**src/rtl/supv_pkg.sv**
```systemverilog
package supv_pkg;

    typedef enum logic [1:0] {
        SEL_LOW      = 2'b00,
        SEL_OPEN     = 2'b01,
        SEL_HIGH     = 2'b10,
        SEL_HIGH_ALT = 2'b11
    } wd_sel_e;

    // Timeout in ticks for one select level; both high codes give the long value.
    function automatic int unsigned wd_limit_ms(input wd_sel_e sel,
                                                input int unsigned lo,
                                                input int unsigned mid,
                                                input int unsigned hi);
        case (sel)
            SEL_LOW:  return lo;
            SEL_OPEN: return mid;
            default:  return hi;
        endcase
    endfunction

    function automatic int unsigned max3(input int unsigned a,
                                         input int unsigned b,
                                         input int unsigned c);
        int unsigned m;
        m = (a > b) ? a : b;
        return (m > c) ? m : c;
    endfunction

endpackage

```
**src/rtl/supv_sync.sv**
```systemverilog
module supv_sync #(
    parameter int unsigned     W       = 1,
    parameter logic [W-1:0]    RST_VAL = '0
) (
    input  logic         clk,
    input  logic         rst_n,
    input  logic [W-1:0] din,
    output logic [W-1:0] dout
);

    typedef struct packed {
        logic [W-1:0] s1;
        logic [W-1:0] s2;
    } sync_t;

    sync_t st_d, st_q;

    always_comb begin
        st_d    = st_q;
        st_d.s1 = din;
        st_d.s2 = st_q.s1;
    end

    always_ff @(posedge clk or negedge rst_n) begin
        if (!rst_n) begin
            st_q <= '{s1: RST_VAL, s2: RST_VAL};
        end else begin
            st_q <= st_d;
        end
    end

    assign dout = st_q.s2;

endmodule

```
**src/rtl/supv_pb_filter.sv**
```systemverilog
module supv_pb_filter #(
    parameter int unsigned FILT_MS = 10,
    localparam int unsigned CW     = $clog2(FILT_MS + 1)
) (
    input  logic          clk,
    input  logic          rst_n,
    input  logic          ms_tick,
    input  logic          pb_s,      // synchronised, active low
    output logic          pressed_o,
    output logic [CW-1:0] cnt_o
);

    localparam logic [CW-1:0] FULL = CW'(FILT_MS);

    typedef struct packed {
        logic [CW-1:0] cnt;
    } pbf_t;

    pbf_t st_d, st_q;

    always_comb begin
        st_d = st_q;
        if (pb_s) begin
            st_d.cnt = '0;
        end else if (ms_tick && (st_q.cnt != FULL)) begin
            st_d.cnt = st_q.cnt + 1'b1;
        end
    end

    always_ff @(posedge clk or negedge rst_n) begin
        if (!rst_n) begin
            st_q <= '{cnt: '0};
        end else begin
            st_q <= st_d;
        end
    end

    assign pressed_o = !pb_s && (st_q.cnt == FULL);
    assign cnt_o     = st_q.cnt;

endmodule

```
**src/rtl/supv_watchdog.sv**
```systemverilog
module supv_watchdog
    import supv_pkg::*;
#(
    parameter int unsigned SHORT_MS = 150,
    parameter int unsigned MID_MS   = 600,
    parameter int unsigned LONG_MS  = 1200,
    localparam int unsigned CW      = $clog2(max3(SHORT_MS, MID_MS, LONG_MS) + 1)
) (
    input  logic          clk,
    input  logic          rst_n,
    input  logic          ms_tick,
    input  logic          strobe_s,
    input  logic          hold_clr,
    input  logic [1:0]    sel,
    output logic          expire_o,
    output logic [CW-1:0] cnt_o
);

    typedef struct packed {
        logic [CW-1:0] cnt;
        logic          st_prev;
    } wd_t;

    wd_t           st_d, st_q;
    logic          fall;
    logic          at_end;
    logic [CW-1:0] last;

    always_comb begin
        last   = CW'(wd_limit_ms(wd_sel_e'(sel), SHORT_MS, MID_MS, LONG_MS) - 1);
        fall   = st_q.st_prev && !strobe_s;
        at_end = (st_q.cnt == last);
    end

    always_comb begin
        st_d         = st_q;
        st_d.st_prev = strobe_s;
        expire_o     = 1'b0;
        if (hold_clr || fall) begin
            st_d.cnt = '0;
        end else if (ms_tick) begin
            if (at_end) begin
                st_d.cnt = '0;
                expire_o = 1'b1;
            end else begin
                st_d.cnt = st_q.cnt + 1'b1;
            end
        end
    end

    always_ff @(posedge clk or negedge rst_n) begin
        if (!rst_n) begin
            st_q <= '{cnt: '0, st_prev: 1'b0};
        end else begin
            st_q <= st_d;
        end
    end

    assign cnt_o = st_q.cnt;

endmodule

```
**src/rtl/supv_hold.sv**
```systemverilog
module supv_hold #(
    parameter int unsigned HOLD_MS = 610,
    localparam int unsigned CW     = $clog2(HOLD_MS + 1)
) (
    input  logic          clk,
    input  logic          rst_n,
    input  logic          ms_tick,
    input  logic          trig,
    output logic          active_o,
    output logic [CW-1:0] cnt_o
);

    localparam logic [CW-1:0] LAST = CW'(HOLD_MS - 1);

    typedef struct packed {
        logic          active;
        logic [CW-1:0] cnt;
    } hold_t;

    hold_t st_d, st_q;

    always_comb begin
        st_d = st_q;
        if (trig) begin
            st_d.active = 1'b1;
            st_d.cnt    = '0;
        end else if (st_q.active && ms_tick) begin
            if (st_q.cnt == LAST) begin
                st_d.active = 1'b0;
                st_d.cnt    = '0;
            end else begin
                st_d.cnt = st_q.cnt + 1'b1;
            end
        end
    end

    // Leaving the block's own reset starts the power-up hold window.
    always_ff @(posedge clk or negedge rst_n) begin
        if (!rst_n) begin
            st_q <= '{active: 1'b1, cnt: '0};
        end else begin
            st_q <= st_d;
        end
    end

    assign active_o = st_q.active;
    assign cnt_o    = st_q.cnt;

endmodule

```
**src/rtl/supv_reset_ctrl.sv**
```systemverilog
module supv_reset_ctrl
    import supv_pkg::*;
#(
    parameter int unsigned WD_SHORT_MS = 150,
    parameter int unsigned WD_MID_MS   = 600,
    parameter int unsigned WD_LONG_MS  = 1200,
    parameter int unsigned HOLD_MS     = 610,
    parameter int unsigned PB_FILT_MS  = 10
) (
    input  logic       clk,
    input  logic       rst_n,
    input  logic       ms_tick,
    input  logic       supply_ok,
    input  logic       pb_n,
    input  logic       wd_strobe,
    input  logic [1:0] wd_sel,
    output logic       rst_hi_o,
    output logic       rst_lo_drive_o
);

    localparam int unsigned HOLD_W = $clog2(HOLD_MS + 1);
    localparam int unsigned PB_W   = $clog2(PB_FILT_MS + 1);
    localparam int unsigned WD_W   = $clog2(max3(WD_SHORT_MS, WD_MID_MS, WD_LONG_MS) + 1);

    // Sync order: {supply, push-button, strobe}; button idles high.
    logic [2:0]        sync_out;
    logic              supply_s, pb_s, strobe_s;
    logic              pb_pressed;
    logic              wd_expire;
    logic              hold_active;
    logic              hold_trig;
    logic [HOLD_W-1:0] hold_cnt;
    logic [PB_W-1:0]   pb_cnt;
    logic [WD_W-1:0]   wd_cnt;

    supv_sync #(
        .W       (3),
        .RST_VAL (3'b010)
    ) i_sync (
        .clk   (clk),
        .rst_n (rst_n),
        .din   ({supply_ok, pb_n, wd_strobe}),
        .dout  (sync_out)
    );

    assign supply_s = sync_out[2];
    assign pb_s     = sync_out[1];
    assign strobe_s = sync_out[0];

    supv_pb_filter #(
        .FILT_MS (PB_FILT_MS)
    ) i_pb (
        .clk       (clk),
        .rst_n     (rst_n),
        .ms_tick   (ms_tick),
        .pb_s      (pb_s),
        .pressed_o (pb_pressed),
        .cnt_o     (pb_cnt)
    );

    supv_watchdog #(
        .SHORT_MS (WD_SHORT_MS),
        .MID_MS   (WD_MID_MS),
        .LONG_MS  (WD_LONG_MS)
    ) i_wd (
        .clk      (clk),
        .rst_n    (rst_n),
        .ms_tick  (ms_tick),
        .strobe_s (strobe_s),
        .hold_clr (rst_hi_o),
        .sel      (wd_sel),
        .expire_o (wd_expire),
        .cnt_o    (wd_cnt)
    );

    assign hold_trig = !supply_s || pb_pressed || wd_expire;

    supv_hold #(
        .HOLD_MS (HOLD_MS)
    ) i_hold (
        .clk      (clk),
        .rst_n    (rst_n),
        .ms_tick  (ms_tick),
        .trig     (hold_trig),
        .active_o (hold_active),
        .cnt_o    (hold_cnt)
    );

    // The raw supply flag reaches the output without passing a flop.
    assign rst_hi_o       = hold_active || !supply_ok;
    assign rst_lo_drive_o = rst_hi_o;

endmodule

```
**config.mk**
```make
export PLATFORM = sky130hd
export DESIGN_NAME = supv_reset_ctrl
export DESIGN_NICKNAME = d
export VERILOG_FILES = /design/src/rtl/supv_pkg.sv /design/src/rtl/supv_sync.sv /design/src/rtl/supv_pb_filter.sv /design/src/rtl/supv_watchdog.sv /design/src/rtl/supv_hold.sv /design/src/rtl/supv_reset_ctrl.sv
export SDC_FILE = /design/constraint.sdc
export NUM_CORES = 1
export LEC_CHECK = 0
export BUFFER_PORTS_ARGS = -buffer_cell sky130_fd_sc_hd__buf_2
export CAP_MARGIN = 40
export CORE_MARGIN = 5
export CORE_UTILIZATION = 40
export CTS_CLUSTER_DIAMETER = 100
export CTS_CLUSTER_SIZE = 12
export DETAILED_ROUTE_END_ITERATION = 12
export GPL_ROUTABILITY_DRIVEN = 1
export GPL_TIMING_DRIVEN = 0
export SLEW_MARGIN = 20
export SYNTH_ARGS = -nofsm -noshare
export SYNTH_HDL_FRONTEND = slang
export SYNTH_SLANG_ARGS = --single-unit
```
**constraint.sdc**
```tcl
create_clock -name clk -period 2.4 [get_ports clk]
set_input_delay 0.36 -clock clk [delete_from_list [all_inputs] [get_ports clk]]
set_output_delay 0.36 -clock clk [all_outputs]
set_load 0.05 [all_outputs]
```
======== Word-level counts from Yosys, hierarchy flattened ========
Cells that the tools add are included.
word-level totals
  register bits ........................... 33
  input port bits ......................... 8
  output and inout port bits .............. 2
operators by class
  add/subtract/negate cells ............... 4
  equality and inequality tests ........... 5
  muxes and demuxes ....................... 13
  reductions and logical operators ........ 18
operators with widths
  cell                                                  number
  two-way mux 11 bit                                    5
  one-hot mux 11 bit (2 select lines)                   1
  adder 11 x 1 -> 11 bit (second input constant)        1
  equality test 11 bit                                  1
  subtractor 11 x 1 -> 11 bit (second input constant)   1
  adder 10 x 1 -> 10 bit (second input constant)        1
  equality test 10 bit (second input constant)          1
  two-way mux 10 bit                                    1
  two-way mux 4 bit                                     2
  nonzero test 2 bit                                    4
  adder 4 x 1 -> 4 bit (second input constant)          1
  equality test 4 bit (second input constant)           1
  logical AND 1 bit                                     4
  zero test 1 bit                                       4
  logical OR 1 bit                                      4
  two-way mux 1 bit                                     4
  != test 4 bit (second input constant)                 1
  equality test 2 x 1 -> 1 bit (second input constant)  1
  zero test 2 bit                                       1
  AND reduction 2 bit                                   1

======== Depth between registers and ports, before layout ========
  depth in word-level cells ............... 10
  depth in mapped cells ................... 7

======== Cells and area by module ========
Synthesis repeated with hierarchy kept, for this count alone.
unflattened totals
  cell total of the unflattened synthesis .. 192
  area, all modules ....................... 1903.1 µm²
by module, submodules not included
  module           instances  cells each  area an instance (µm²)  sequential area each (µm²)
  supv_watchdog    1          98          865.8                   300.3
  supv_hold        1          60          618.1                   276.5
  supv_pb_filter   1          25          244.0                   100.1
  supv_sync        1          6           152.6                   152.6
  supv_reset_ctrl  1          3           22.5                    0.0

======== Worst setup path before layout ========
No wires, ideal clock.
  path type ............................... input-to-reg
  start ................................... input wd_sel[0]
  end ..................................... register i_hold.st_q (netlist bit i_hold.cnt_o[4])
  data arrival time ....................... 1.950 ns
  required time ........................... 2.270 ns
  path slack .............................. 0.320 ns
  cell stages on the path ................. 7
  buffers on the path ..................... 0
  cells stage by stage .................... or2_2 > ha_1 > or3b_1 > a22oi_1 > nand4_1 > o211ai_2 > o211ai_1
between the ends
  longest elaborated chain between the ends .. 9
  elaborated cells on any way between the ends .. 11
  those cells by class .................... add/sub: 1; eq/ne: 2; mux: 5; reduce/logical: 3
ends and longest elaborated chain
  what                                                                    RTL line               source
  start, declared                                                         supv_reset_ctrl.sv:16  input logic [1:0] wd_sel,
  equality test 2 x 1 -> 1 bit / zero test 2 bit (equally long branches)  supv_pkg.sv:15         case (sel)
  one-hot mux 11 bit (2 select lines) (*)                                 supv_pkg.sv:15
  subtractor 11 x 1 -> 11 bit (*)                                         supv_watchdog.sv:30    last = CW'(wd_limit_ms(wd_sel_e'(sel), SHORT_MS, MID_MS, LONG_MS) - 1);
  equality test 11 bit (*)                                                supv_watchdog.sv:32    at_end = (st_q.cnt == last);
  two-way mux 1 bit (*)                                                   supv_watchdog.sv:42    if (at_end) begin
  two-way mux 1 bit (*)                                                   supv_watchdog.sv:41    end else if (ms_tick) begin
  two-way mux 1 bit (*)                                                   supv_watchdog.sv:39    if (hold_clr || fall) begin
  logical OR 1 bit (*)                                                    supv_reset_ctrl.sv:76  assign hold_trig = !supply_s || pb_pressed || wd_expire;
  two-way mux 11 bit / nonzero test 2 bit (equally long branches)         n/a
  end signal, assigned                                                    supv_hold.sv:40        st_q <= '{active: 1'b1, cnt: '0};
  end signal, assigned                                                    supv_hold.sv:42        st_q <= st_d;
  end, declared                                                           supv_hold.sv:20        hold_t st_d, st_q;
Mark *: on every way between the ends. The rest lies on a longest branch, timed or not.
A chain may end at the register's enable or synchronous reset.

======== Worst setup path in the final report ========
  start ................................... input wd_sel[0]
  end ..................................... register i_hold.st_q (netlist bit i_hold.cnt_o[0])
Same word-level chain as after synthesis.

==> metrics.txt <==
Reg-to-Reg Start=i_pb.cnt_o[0]; # hold bufs at CTS=0; Post-CTS Resized=0; Post-synth EDFFs=0; Slew @ Worst Pin=0.5398 ns; Tot GR Track Use=13.05%; hold slack final=-0.01905 ns; share of cells above drive strength 1=15.15%; area of the mapped netlist=1765 um^2; via count=1380; Distinct cells, synth=46; io pins=10; I/O Buffers=8; CTS Buffer Depth=2; Vias per Instance=5.520; Rel. slew slack=63.68%; Initial Utilization=40.83%; final worst setup slack=0.2131 ns; die extent in x=76.44 um; final antenna-violating net count=0; WL final=3535 um; grt ovf=0; synth top area cells=dfrtp_1 43%, dfstp_2 4.5%, ha_1 4.3%; Main synth FF type=dfrtp_1; vias in the first global route=1370; GP Congestion=0.8524; placed insts=241; failing checks=hold timing; Critical Path AT=2.35 ns; DIE AREA=5842 um^2; Final period util=91.12%; clock root cell=clkbuf_8; Setup Buffers After CTS=0; worst-path maximum fanout=5; first-pass GRT wire length=6244 um; n_diodes=0; clock sinks=33; Synth Area per Inst=9.754 um^2; H-tree depth=2; hold crit path type=primary input to async pin; Seq/Total Area, Yosys=46.99%; commonest cells in the netlist=30 x dfrtp_1, 17 x nor2_1, 13 x nand2_1, 12 x nand3_1, 10 x inv_1; drt wl/cell=14.14 um; number of synthesized register bits=33; CP startpoint=wd_sel[0]; status=complete, but fails checks; antenna violations before repair=0; Max VDD drop=306.9 uV; cell count after synthesis=181; leading area contributor after synthesis=dfrtp_1; nets@finish=211; fin cells=250; Critical Path Source Type=primary input; RSZ-0062 raised after global routing=false; CTS tree=built; clk_skew=0.006867 ns; crit end category=flop; pwr dens=545.9 nW/um^2; final hold vios=12; Final Slew Violations=0; largest net degree at the start of global routing=34; Ys Warns=0; post-place setup slack=-0.06864 ns; die height=76.44 um; DRC viols=0; kind of critical path=primary input to flop; Post-DP HPWL=2604 um; ys async rst share=100.0%; Final Critical Period=2.187 ns; core area=4324 um^2; post-synth top area share=42.52%; R2R setup slack=0.44 ns; initial DRC count=83; TritonCTS buffer count=5; Clk Latency, worst-skew pair=0.29 ns; Max Clock Freq=0.4573 GHz; Leak=0.0008233 uW; Syn-to-layout area delta=12.83%; Net Count, Synth=195; std cell rows=24; DR pass1 iterations=4; # setup viols final=0; count leader, synth=dfrtp_1; Critical Path RT=2.56 ns; CTS clk-pin slew, worst paths=0.07 ns; max-cap violations=0
[routing by layer]
metal,GRT usage [%],up-vias,part of all wire [%]
met3,3.901,7,3.1
met5,0,-,0
met2,21.49,15,48
met1,16.07,681,47
met4,4.720,0,1.7
li1,-,677,-
[cell families after synthesis]
logic type,share of synthesized area (%)
compound gates,13.11
xor+xnor,5.457
fa+ha+maj,4.252
buf+inv,3.402
flops,46.99
mux,0.5670
simple gates,26.22
[worst max-delay path, cell delays in order]
cell and delay, ns:
buf_2 0.12, or2_2 0.29, ha_1 0.21, or3b_1 0.37, a22oi_1 0.25, nand4_1 0.27, o211ai_2 0.35, mux2i_1 0.12
[flip-flops by register name, summed over array words and instances, names as in the netlist]
signal           cells
i_wd.cnt_o          11
i_sync.st_d          3
i_wd.st_q            1
i_sync.dout          3
i_hold.cnt_o        10
i_pb.cnt_o           4
i_hold.active_o      1
[cell usage in the layout, fill, tap and decap left out, types with 4 or more instances in the layout]
| cell type | n |
|---|---|
| a21oi_1 | 8 |
| xnor2_1 | 4 |
| buf_2 | 8 |
| nand2b_1 | 7 |
| nor2_1 | 17 |
| xor2_1 | 7 |
| ha_1 | 6 |
| dfrtp_1 | 30 |
| nor3_1 | 4 |
| nand3_1 | 12 |
| nand4_1 | 6 |
| inv_1 | 10 |
| nand2_1 | 13 |
| o21ai_0 | 8 |
| clkbuf_8 | 6 |
[report_power, final]
part	internal (uW)	switching, uW
combinational	29.2	40.8
clock	233	203
sequential	570	11.3
[final timing paths]
path / to / cells past startpoint
max: i_hold.cnt_o[0] / 8
min: i_sync.dout[0] / 1
max reg2reg: i_hold.cnt_o[7] / 7
min reg2reg: i_sync.dout[2] / 0
max in group asynchronous: i_sync.dout[1] / 2
min in group clk: i_sync.st_d[1] / 1
[area by class of cell]
type                            count  area (um^2)
Clock inverter                      1        7.507
Buffer                              4        22.52
Fill cell                         434         2332
Multi-Input combinational cell    134        875.8
Timing Repair Buffer                9        67.56
Tap cell                           52        65.06
Inverter                           10        37.54
Clock buffer                        7        86.33
Sequential cell                    33        829.5
[through the flow]
step	util [%]	area [um^2]	hold WS, ns	setup TNS [ns]	total power, uW
after detailed placement	43.26	1871	0.3404	-0.3200	657.7
final	46.06	1992	-0.01905	0	1087
after floorplan	-	1765	0.06441	0	627.2
after global placement	43.26	1871	0.3365	-0.03333	652.7
after global routing	46.06	1992	0.005303	0	1138
after CTS	45.43	1964	0.1575	0	1097
(Power assumes the default switching activity.)
